==> src/rtl/startup_reset_pkg.sv <==
package startup_reset_pkg;

  typedef enum logic [2:0] {
    ST_HOLD       = 3'd0,
    ST_PWRUP_WAIT = 3'd1,
    ST_OSC_WAIT   = 3'd2,
    ST_PIN_WAIT   = 3'd3,
    ST_RUN        = 3'd4
  } seq_state_e;

  // clock mode codes; bit 1 set means no oscillator settling delay
  localparam logic [1:0] CLK_LP_XTAL = 2'b00;
  localparam logic [1:0] CLK_XTAL    = 2'b01;
  localparam logic [1:0] CLK_INT_RC  = 2'b10;
  localparam logic [1:0] CLK_EXT     = 2'b11;

endpackage

==> src/rtl/startup_delay_cnt.sv <==
module startup_delay_cnt #(
  parameter int unsigned LIMIT = 16
) (
  input  logic clk,
  input  logic rst_n,
  input  logic run_i,
  output logic done_o
);

  localparam int unsigned W = (LIMIT > 1) ? $clog2(LIMIT) : 1;
  localparam logic [W-1:0] LAST = W'(LIMIT - 1);

  logic [W-1:0] cnt_q, cnt_d;
  logic         cnt_en;

  assign done_o = run_i && (cnt_q == LAST);

  always_comb begin
    cnt_en = 1'b0;
    cnt_d  = cnt_q;
    if (!run_i) begin
      cnt_en = (cnt_q != '0);
      cnt_d  = '0;
    end else if (!done_o) begin
      cnt_en = 1'b1;
      cnt_d  = cnt_q + 1'b1;
    end
  end

  always_ff @(posedge clk or negedge rst_n) begin
    if (!rst_n)      cnt_q <= '0;
    else if (cnt_en) cnt_q <= cnt_d;
  end

  // a running count advances by one every cycle until it completes
  assert_count_step_R3: assert property (@(posedge clk) disable iff (!rst_n)
    (run_i && $past(run_i) && !$past(done_o)) |-> (cnt_q == $past(cnt_q) + 1'b1));

endmodule

==> src/rtl/supply_low_qual.sv <==
module supply_low_qual #(
  parameter int unsigned QUAL_CYC = 16
) (
  input  logic clk,
  input  logic rst_n,
  input  logic en_i,
  input  logic low_i,
  output logic trip_o
);

  localparam int unsigned W = (QUAL_CYC > 1) ? $clog2(QUAL_CYC) : 1;
  localparam logic [W-1:0] LAST = W'(QUAL_CYC - 1);

  logic [W-1:0] run_q, run_d;
  logic         run_en;
  logic         low_seen;

  assign low_seen = en_i && low_i;
  assign trip_o   = low_seen && (run_q == LAST);

  always_comb begin
    run_en = 1'b0;
    run_d  = run_q;
    if (!low_seen) begin
      run_en = (run_q != '0);
      run_d  = '0;
    end else if (run_q != LAST) begin
      run_en = 1'b1;
      run_d  = run_q + 1'b1;
    end
  end

  always_ff @(posedge clk or negedge rst_n) begin
    if (!rst_n)      run_q <= '0;
    else if (run_en) run_q <= run_d;
  end

  generate
    if (QUAL_CYC > 1) begin : g_qual_chk
      // a trip is always preceded by a qualified low sample
      assert_trip_needs_history_R6: assert property (@(posedge clk) disable iff (!rst_n)
        trip_o |-> $past(en_i && low_i));
    end
  endgenerate

endmodule

==> src/rtl/pwr_flag_reg.sv <==
module pwr_flag_reg (
  input  logic       clk,
  input  logic       rst_n,
  input  logic       por_i,
  input  logic       bo_trip_i,
  input  logic       wr_i,
  input  logic [1:0] wdata_i,
  output logic [1:0] flags_o
);

  logic [1:0] flags_q, flags_d;
  logic       flags_en;

  assign flags_en = wr_i || por_i || bo_trip_i;

  always_comb begin
    flags_d = flags_q;
    if (wr_i)      flags_d = wdata_i;
    if (por_i)     flags_d[1] = 1'b0;
    if (bo_trip_i) flags_d[0] = 1'b0;
  end

  always_ff @(posedge clk or negedge rst_n) begin
    if (!rst_n)        flags_q <= 2'b00;
    else if (flags_en) flags_q <= flags_d;
  end

  assign flags_o = flags_q;

  // a power-on pulse always leaves the power-on flag cleared
  assert_por_flag_clear_R11: assert property (@(posedge clk) disable iff (!rst_n)
    por_i |=> !flags_q[1]);

  // a brown-out trip always leaves the brown-out flag cleared
  assert_bo_flag_clear_R11: assert property (@(posedge clk) disable iff (!rst_n)
    bo_trip_i |=> !flags_q[0]);

endmodule

==> src/rtl/startup_reset_seq.sv <==
module startup_reset_seq
  import startup_reset_pkg::*;
#(
  parameter int unsigned PWRUP_CYC   = 9_000_000,
  parameter int unsigned OSC_CYC     = 1024,
  parameter int unsigned BO_QUAL_CYC = 16
) (
  input  logic       clk,
  input  logic       rst_n,
  input  logic       por_i,
  input  logic       supply_low_i,
  input  logic       ext_clr_n_i,
  input  logic       wdt_rst_i,
  input  logic       cfg_bo_en_i,
  input  logic       cfg_pwrup_dis_i,
  input  logic [1:0] cfg_clk_mode_i,
  input  logic       sw_wr_i,
  input  logic [1:0] sw_wdata_i,
  output logic [1:0] pwr_flags_o,
  output logic       core_rst_o
);

  seq_state_e st_q, st_d;
  logic       bo_trip;
  logic       pwrup_done, osc_done;
  logic       osc_needed, hold_clear, pin_ok;
  seq_state_e after_osc, after_pwrup, after_hold;

  supply_low_qual #(.QUAL_CYC(BO_QUAL_CYC)) u_qual (
    .clk    (clk),
    .rst_n  (rst_n),
    .en_i   (cfg_bo_en_i),
    .low_i  (supply_low_i),
    .trip_o (bo_trip)
  );

  startup_delay_cnt #(.LIMIT(PWRUP_CYC)) u_pwrup_cnt (
    .clk    (clk),
    .rst_n  (rst_n),
    .run_i  (st_q == ST_PWRUP_WAIT),
    .done_o (pwrup_done)
  );

  startup_delay_cnt #(.LIMIT(OSC_CYC)) u_osc_cnt (
    .clk    (clk),
    .rst_n  (rst_n),
    .run_i  (st_q == ST_OSC_WAIT),
    .done_o (osc_done)
  );

  pwr_flag_reg u_flags (
    .clk       (clk),
    .rst_n     (rst_n),
    .por_i     (por_i),
    .bo_trip_i (bo_trip),
    .wr_i      (sw_wr_i),
    .wdata_i   (sw_wdata_i),
    .flags_o   (pwr_flags_o)
  );

  assign osc_needed  = !cfg_clk_mode_i[1];
  assign hold_clear  = !por_i && !(cfg_bo_en_i && supply_low_i);
  assign pin_ok      = ext_clr_n_i && !wdt_rst_i;
  assign after_osc   = pin_ok ? ST_RUN : ST_PIN_WAIT;
  assign after_pwrup = osc_needed ? ST_OSC_WAIT : after_osc;
  assign after_hold  = !cfg_pwrup_dis_i ? ST_PWRUP_WAIT : after_pwrup;

  always_comb begin
    st_d = st_q;
    unique case (st_q)
      ST_HOLD:       if (hold_clear) st_d = after_hold;
      ST_PWRUP_WAIT: if (pwrup_done) st_d = after_pwrup;
      ST_OSC_WAIT:   if (osc_done)   st_d = after_osc;
      ST_PIN_WAIT:   if (pin_ok)     st_d = ST_RUN;
      ST_RUN:        if (!pin_ok)    st_d = ST_PIN_WAIT;
      default:                       st_d = ST_HOLD;
    endcase
    if (por_i || bo_trip) st_d = ST_HOLD;
  end

  always_ff @(posedge clk or negedge rst_n) begin
    if (!rst_n) st_q <= ST_HOLD;
    else        st_q <= st_d;
  end

  assign core_rst_o = (st_q != ST_RUN);

  // a power-on pulse always yields reset on the following cycle
  assert_por_hold_R2: assert property (@(posedge clk) disable iff (!rst_n)
    por_i |=> core_rst_o);

  // a qualified brown-out lands the sequencer in hold
  assert_bo_to_hold_R6: assert property (@(posedge clk) disable iff (!rst_n)
    bo_trip |=> (st_q == ST_HOLD));

  // the oscillator delay only runs for crystal modes
  assert_osc_mode_R4: assert property (@(posedge clk) disable iff (!rst_n)
    (st_q == ST_OSC_WAIT) |-> !cfg_clk_mode_i[1]);

  // the core only runs when the clear pin was high at the last edge
  assert_run_pin_high_R9: assert property (@(posedge clk) disable iff (!rst_n)
    (st_q == ST_RUN) |-> $past(ext_clr_n_i));

endmodule

==> config.mk <==
export PLATFORM = sky130hd
export DESIGN_NAME = startup_reset_seq
export DESIGN_NICKNAME = d
export VERILOG_FILES = /design/src/rtl/startup_reset_pkg.sv /design/src/rtl/startup_delay_cnt.sv /design/src/rtl/supply_low_qual.sv /design/src/rtl/pwr_flag_reg.sv /design/src/rtl/startup_reset_seq.sv
export SDC_FILE = /design/constraint.sdc
export NUM_CORES = 1
export LEC_CHECK = 0
export BUFFER_PORTS_ARGS = -buffer_cell sky130_fd_sc_hd__buf_2
export CAP_MARGIN = 30
export CORE_AREA = 2 2 77 79
export CTS_CLUSTER_DIAMETER = 60
export DETAILED_ROUTE_END_ITERATION = 6
export DIE_AREA = 0 0 79 81
export RECOVER_POWER = 100
export SLEW_MARGIN = 40
export SYNTH_ARGS = -nofsm -noshare
export SYNTH_HDL_FRONTEND = slang
export SYNTH_SLANG_ARGS = --single-unit
==> constraint.sdc <==
create_clock -name clk -period 1.8 [get_ports clk]
set_input_delay 0.09 -clock clk [delete_from_list [all_inputs] [get_ports clk]]
set_output_delay 0.09 -clock clk [all_outputs]
set_load 0.02 [all_outputs]
[Word level (Yosys, flattened, before mapping)]
Index checks and enable logic that the tools add are counted.
Word-level totals
  register bits: 43
  bits in latches: 0
  RAM bits: 0
  ROM bits: 0
  output and inout bits: 3
  logic and storage cells: 75
  memories: 0
Operators by class
  $add $sub $neg: 3
  multipliers: 0
  div/mod/pow operators: 0
  order comparisons: 0
  eq/ne operators: 17
  shift-type cells: 0
  multiplexer cells: 25
  bitwise logic cells: 0
  reductions and logical operators: 24
Operators by type and width (count)
  $mux W24: 2
  $mux W3: 9
  $add A24 B1 Y24 const B: 1
  $eq A24 B24 Y1 const B: 1
  $reduce_bool A24 Y1: 1
  $mux W10: 2
  $ne A3 B3 Y1 const B: 6
  $pmux W3 S5: 1
  $add A10 B1 Y10 const B: 1
  $eq A10 B10 Y1 const B: 1
  $reduce_and A2 Y1: 5
  $reduce_bool A10 Y1: 1
  $mux W1: 8
  $mux W4: 2
  $eq A3 B2 Y1 const B: 2
  $logic_and A1 B1 Y1: 6
  $ne A2 B2 Y1 const B: 3
  $reduce_and A5 Y1: 1
  $add A4 B1 Y4 const B: 1
  $eq A4 B4 Y1 const B: 1
  $ne A4 B4 Y1 const B: 1
  $reduce_bool A2 Y1: 2
  $reduce_bool A4 Y1: 1
  $eq A3 B1 Y1 const B: 1
  other kinds (5): 9

[Logic depth before layout (Yosys ltp)]
  depth in word-level cells: 8
  depth in mapped cells: 7
  depth with buffers taken out: 6

[Cells and area by module]
A second synthesis with hierarchy kept.
Unflattened totals
  cell total of the unflattened synthesis: 285
  area total of the unflattened synthesis: 2612.5 sq um
Modules (own cells, without submodules)
  startup_delay_cnt at u_pwrup_cnt: times used 1, cells an instance 154, area each 1382.6 sq um
  startup_delay_cnt at u_osc_cnt: times used 1, cells an instance 60, area each 578.1 sq um
  startup_reset_seq: times used 1, cells an instance 40, area each 340.3 sq um
  supply_low_qual: times used 1, cells an instance 25, area each 234.0 sq um
  pwr_flag_reg: times used 1, cells an instance 6, area each 77.6 sq um

[Worst setup path after synthesis]
OpenSTA, ideal clock, no wires.
  kind: reg-to-reg
  from: register u_osc_cnt.cnt_q[0]
  to: register st_q[0]
  data arrival time: 1739 ps
  required time: 1713 ps
  path slack: -26 ps
  stages on the path, launching flop included: 7
  clock period less this slack: 1826 ps
  cells stage by stage: dfrtp_1 ha_1 nand4_1 o31ai_2 nand4_1 or2_1 a211oi_2
On the way
  word-level cells in the longest chain between the ends: 4
Ends and longest elaborated chain
  start: declaration: line startup_delay_cnt.sv:13  | logic [W-1:0] cnt_q, cnt_d;
  start signal: assignment: line startup_delay_cnt.sv:32  | else if (cnt_en) cnt_q <= cnt_d;
  $eq A10 B10 Y1: line startup_delay_cnt.sv:16  | assign done_o = run_i && (cnt_q == LAST);
  $logic_and A1 B1 Y1: line startup_delay_cnt.sv:16
  $ne A3 B3 Y1 (no source line)
  $reduce_and A5 Y1 (no source line)
  end signal: assignment: line startup_reset_seq.sv:83  | else st_q <= st_d;
  end: declaration: line startup_reset_seq.sv:23  | seq_state_e st_q, st_d;
Every way passes these cells.
A chain may end at the register's enable or synchronous reset.

[Worst setup path in the final report]
  from: register u_qual.run_q[0]
  to: register st_q[2]
On the way
  word-level cells in the longest chain between the ends: 5
  elaborated cells between the ends (all ways): 10
Ends and longest elaborated chain
  start: declaration: line supply_low_qual.sv:14  | logic [W-1:0] run_q, run_d;
  start signal: assignment: line supply_low_qual.sv:35  | else if (run_en) run_q <= run_d;
  $eq A4 B4 Y1 *: line supply_low_qual.sv:19  | assign trip_o = low_seen && (run_q == LAST);
  $logic_and A1 B1 Y1 *: line supply_low_qual.sv:19
  $logic_or A1 B1 Y1 *: line startup_reset_seq.sv:78  | if (por_i || bo_trip) st_d = ST_HOLD;
  $ne A3 B3 Y1 (no source line)
  $reduce_and A5 Y1 (no source line)
Every way passes the cells marked *; elsewhere a longest branch is shown, timed or not.

==> results_dict.tcl <==
set metrics [dict create \
    area_growth_pct 25.1 \
    drtIter0Drc 129 \
    synth_seq_cells 43 \
    vias 2203 \
    finalCritPeriodShare 0.957 \
    final-hold-violation-count 0 \
    grt_max_degree 44 \
    slew_violations 0 \
    crit_type "register to register" \
    crit_required_ns 2.03 \
    max_freq_mhz 581 \
    coreArea_um2 5680 \
    synth.distinct_cells 48 \
    rrSetupSlack_ns 0.08 \
    n_antenna_cell 0 \
    insertion_delay_ns 0.30 \
    fin_crit_ns 1.72 \
    syn_nets 293 \
    portBuffers 14 \
    synth-seq-area-share 0.437 \
    synth-edff-count 0 \
    path_clk_slew_ns 0.08 \
    boundaryPins 16 \
    p_comb_frac 0.438 \
    cts_buffers 5 \
    finClkSkew_ns 0.00780 \
    die_w_um 79 \
    drt_wl_total_um 5680 \
    min_from "sw_wdata_i[0]" \
    multiInputGateArea_um2 1370 \
    min_to "u_flags.flags_o[0]" \
    final_util 0.542 \
    dp_hpwl_um 4050 \
    r2r_cells 6 \
    slew_headroom 0.265 \
    place_inst 396 \
    gp_congestion 0.805 \
    instances_no_fill 407 \
    grt_first_pass_wirelength_um 9380 \
    p_leak_uw 0.00135 \
    pwr-share-clk 0.205 \
    power_per_cell_area_nw_per_um2 1010 \
    register_area_um2 1080 \
    setup_viol 0 \
    die_h_um 81 \
    yosys-top-cells-area "dfrtp_1 44%, nor2_1 6.7%, xor2_1 4.6%, nand3_1 3.9%, nand2_1 3.8%" \
    seqPwrFrac 0.357 \
    via_per_inst 5.41 \
    antenna_found_initial 0 \
    cts.sinks 43 \
    finalSetupTns_ns 0 \
    syn_area_um2 2460 \
    die_area_um2 6400 \
    start_util 0.433 \
    cp-start-kind "register" \
    worst_pin_slew_ns 1.10 \
    drive_gt1_frac 0.250 \
    r2r-end "st_q[2]" \
    first_global_vias 2036 \
    hold_depth 3 \
    worstSetupEndpointType "register" \
    cp_max_fo 2 \
    p_sw_frac 0.358 \
    grt_remaining_overflow 0 \
    dr.pass1.iters 4 \
    outcome "completed" \
    htree_levels 2 \
    antenna_left 0 \
    drcViolationCount 0 \
    nets 351 \
    root_buffer "clkbuf_8" \
    p_sw_uw 1120 \
    ys.flop_type "dfrtp_1" \
    row_count 28 \
    ir_drop_mv 0.726 \
    yosys_warnings 0 \
    p_int_uw 2000 \
    timing.rr.start "u_qual.run_q[0]" \
    yosysTopAreaCell "dfrtp_1" \
    async_flop_share 1.00 \
    synth_top_area_frac 0.437 \
    syn_inst 274 \
    clockBufferDepth 2 \
    cts_tree "yes" \
    avgRoutedWirePerCell_um 13.9 \
    grt.total_usage 0.185 \
    avgSynthCellArea_um2 8.98 \
    num-fill-cells 537 \
    rsz0062_at_grt "yes" \
    hp-class "primary input to register" \
    crit_arrival_ns 1.95 \
    power_uw 3120 \
    cap_violations 0 \
]
-- area by class of cell --
type                            instances  share of cell area
Multi-Input combinational cell        214               0.444
Timing Repair Buffer                   57               0.133
Tap cell                               75              0.0305
Sequential cell                        43               0.351
Inverter                               11              0.0134
Clock inverter                          1             0.00163
Clock buffer                            6              0.0268
-- placed cells by master (no fill, tap or decap), drive strengths merged, types with 2 or more instances in the layout --
cell	synthesis	final
xnor2	8	8
inv	11	11
dlygate4sd3	0	2
and2	2	2
xor2	13	13
nand2	25	25
and3	6	6
clkbuf	4	12
or3	2	2
nor4	8	8
a211oi	4	4
nand4	11	11
a21oi	7	7
or2	2	2
o21ai	18	18
nor3	10	10
nand3	20	20
mux2i	3	3
ha	6	6
o31ai	3	3
buf	3	49
or4	3	3
dfrtp	43	43
a41o	1	2
a31o	2	2
nor3b	3	3
nor2	44	44
-- sequential cells by signal, summed over array words and instances, names as in the netlist --
signal and count:
u_pwrup_cnt.cnt_q 24, u_osc_cnt.cnt_q 10, u_qual.run_q 4, st_q 3, u_flags.flags_o 2
-- power by group through the flow --
stage	registers, uW	logic [uW]	clock network [uW]
after floorplan	1150	706	0
after global placement	1130	1250	0
after detailed placement	1130	1250	0
after CTS	1110	1270	658
after global routing	1130	1520	683
final	1110	1370	639
-- worst max-delay path by stage --
stage	from	endpoint	slack [ns]
floorplan	u_qual.run_q[0]	st_q[2]	0.02
global placement	st_q[2]	st_q[2]	0.05
detailed placement	st_q[2]	st_q[2]	0.06
CTS	st_q[2]	st_q[2]	0.03
global route	u_osc_cnt.cnt_q[4]	u_osc_cnt.cnt_q[6]	-0.05
finish	u_qual.run_q[0]	st_q[2]	0.08
-- stage by stage --
stage               hold slack [ns]  cell area (um2)  worst slack (ns)
floorplan                    -0.206             2460            0.0155
global placement              0.205             2910            0.0492
detailed placement            0.200             2910            0.0559
CTS                          0.0288             3010            0.0332
global route                 0.0507             3080           -0.0482
finish                       0.0320             3080            0.0781
-- Yosys cell counts, types with 4 or more instances --
master    instances
nor4_1            6
nand4_1          11
xnor2_1           8
clkbuf_1          4
nor2_1           44
and3_1            6
a21oi_1           6
nor3_1            8
dfrtp_1          43
ha_1              6
o21ai_0          17
nand2_1          25
nand3_1          19
inv_1            11
xor2_1           13
-- cells by family after synthesis --
| family | Yosys count | synth area share |
|---|---|---|
| buffers and inverters | 18 | 0.0341 |
| muxes | 3 | 0.0122 |
| and+or+nand+nor | 140 | 0.292 |
| adders and majority gates | 6 | 0.0305 |
| AOI/OAI and AO/OA | 43 | 0.119 |
| DFF | 43 | 0.437 |
| xor gates and xnor gates | 21 | 0.0748 |
-- repair_timing --
item	4_1_cts	5_1_grt
hold buffers	2	0
endpoints found under the hold margin	44	0
setup endpoints to repair	0	16
buffers inserted	0	1
gates resized for setup	0	14
-- routing by layer --
| metal | global-route usage | up-vias | share of wire |
|---|---|---|---|
| met5 | 0 | - | 0 |
| met4 | 0.0672 | 0 | 0.015 |
| met3 | 0.0244 | 8 | 0.032 |
| met2 | 0.298 | 37 | 0.47 |
| met1 | 0.257 | 1068 | 0.48 |
| li1 | - | 1090 | - |
-- worst max-delay path, stage by stage (launching register included) --
cell	delay (ns)
dfrtp_1	0.39
ha_1	0.22
nand3_1	0.09
nor2_1	0.05
or2_2	0.29
or4_4	0.51
o22ai_2	0.10
No activity file was read; power rests on OpenSTA's default activity.
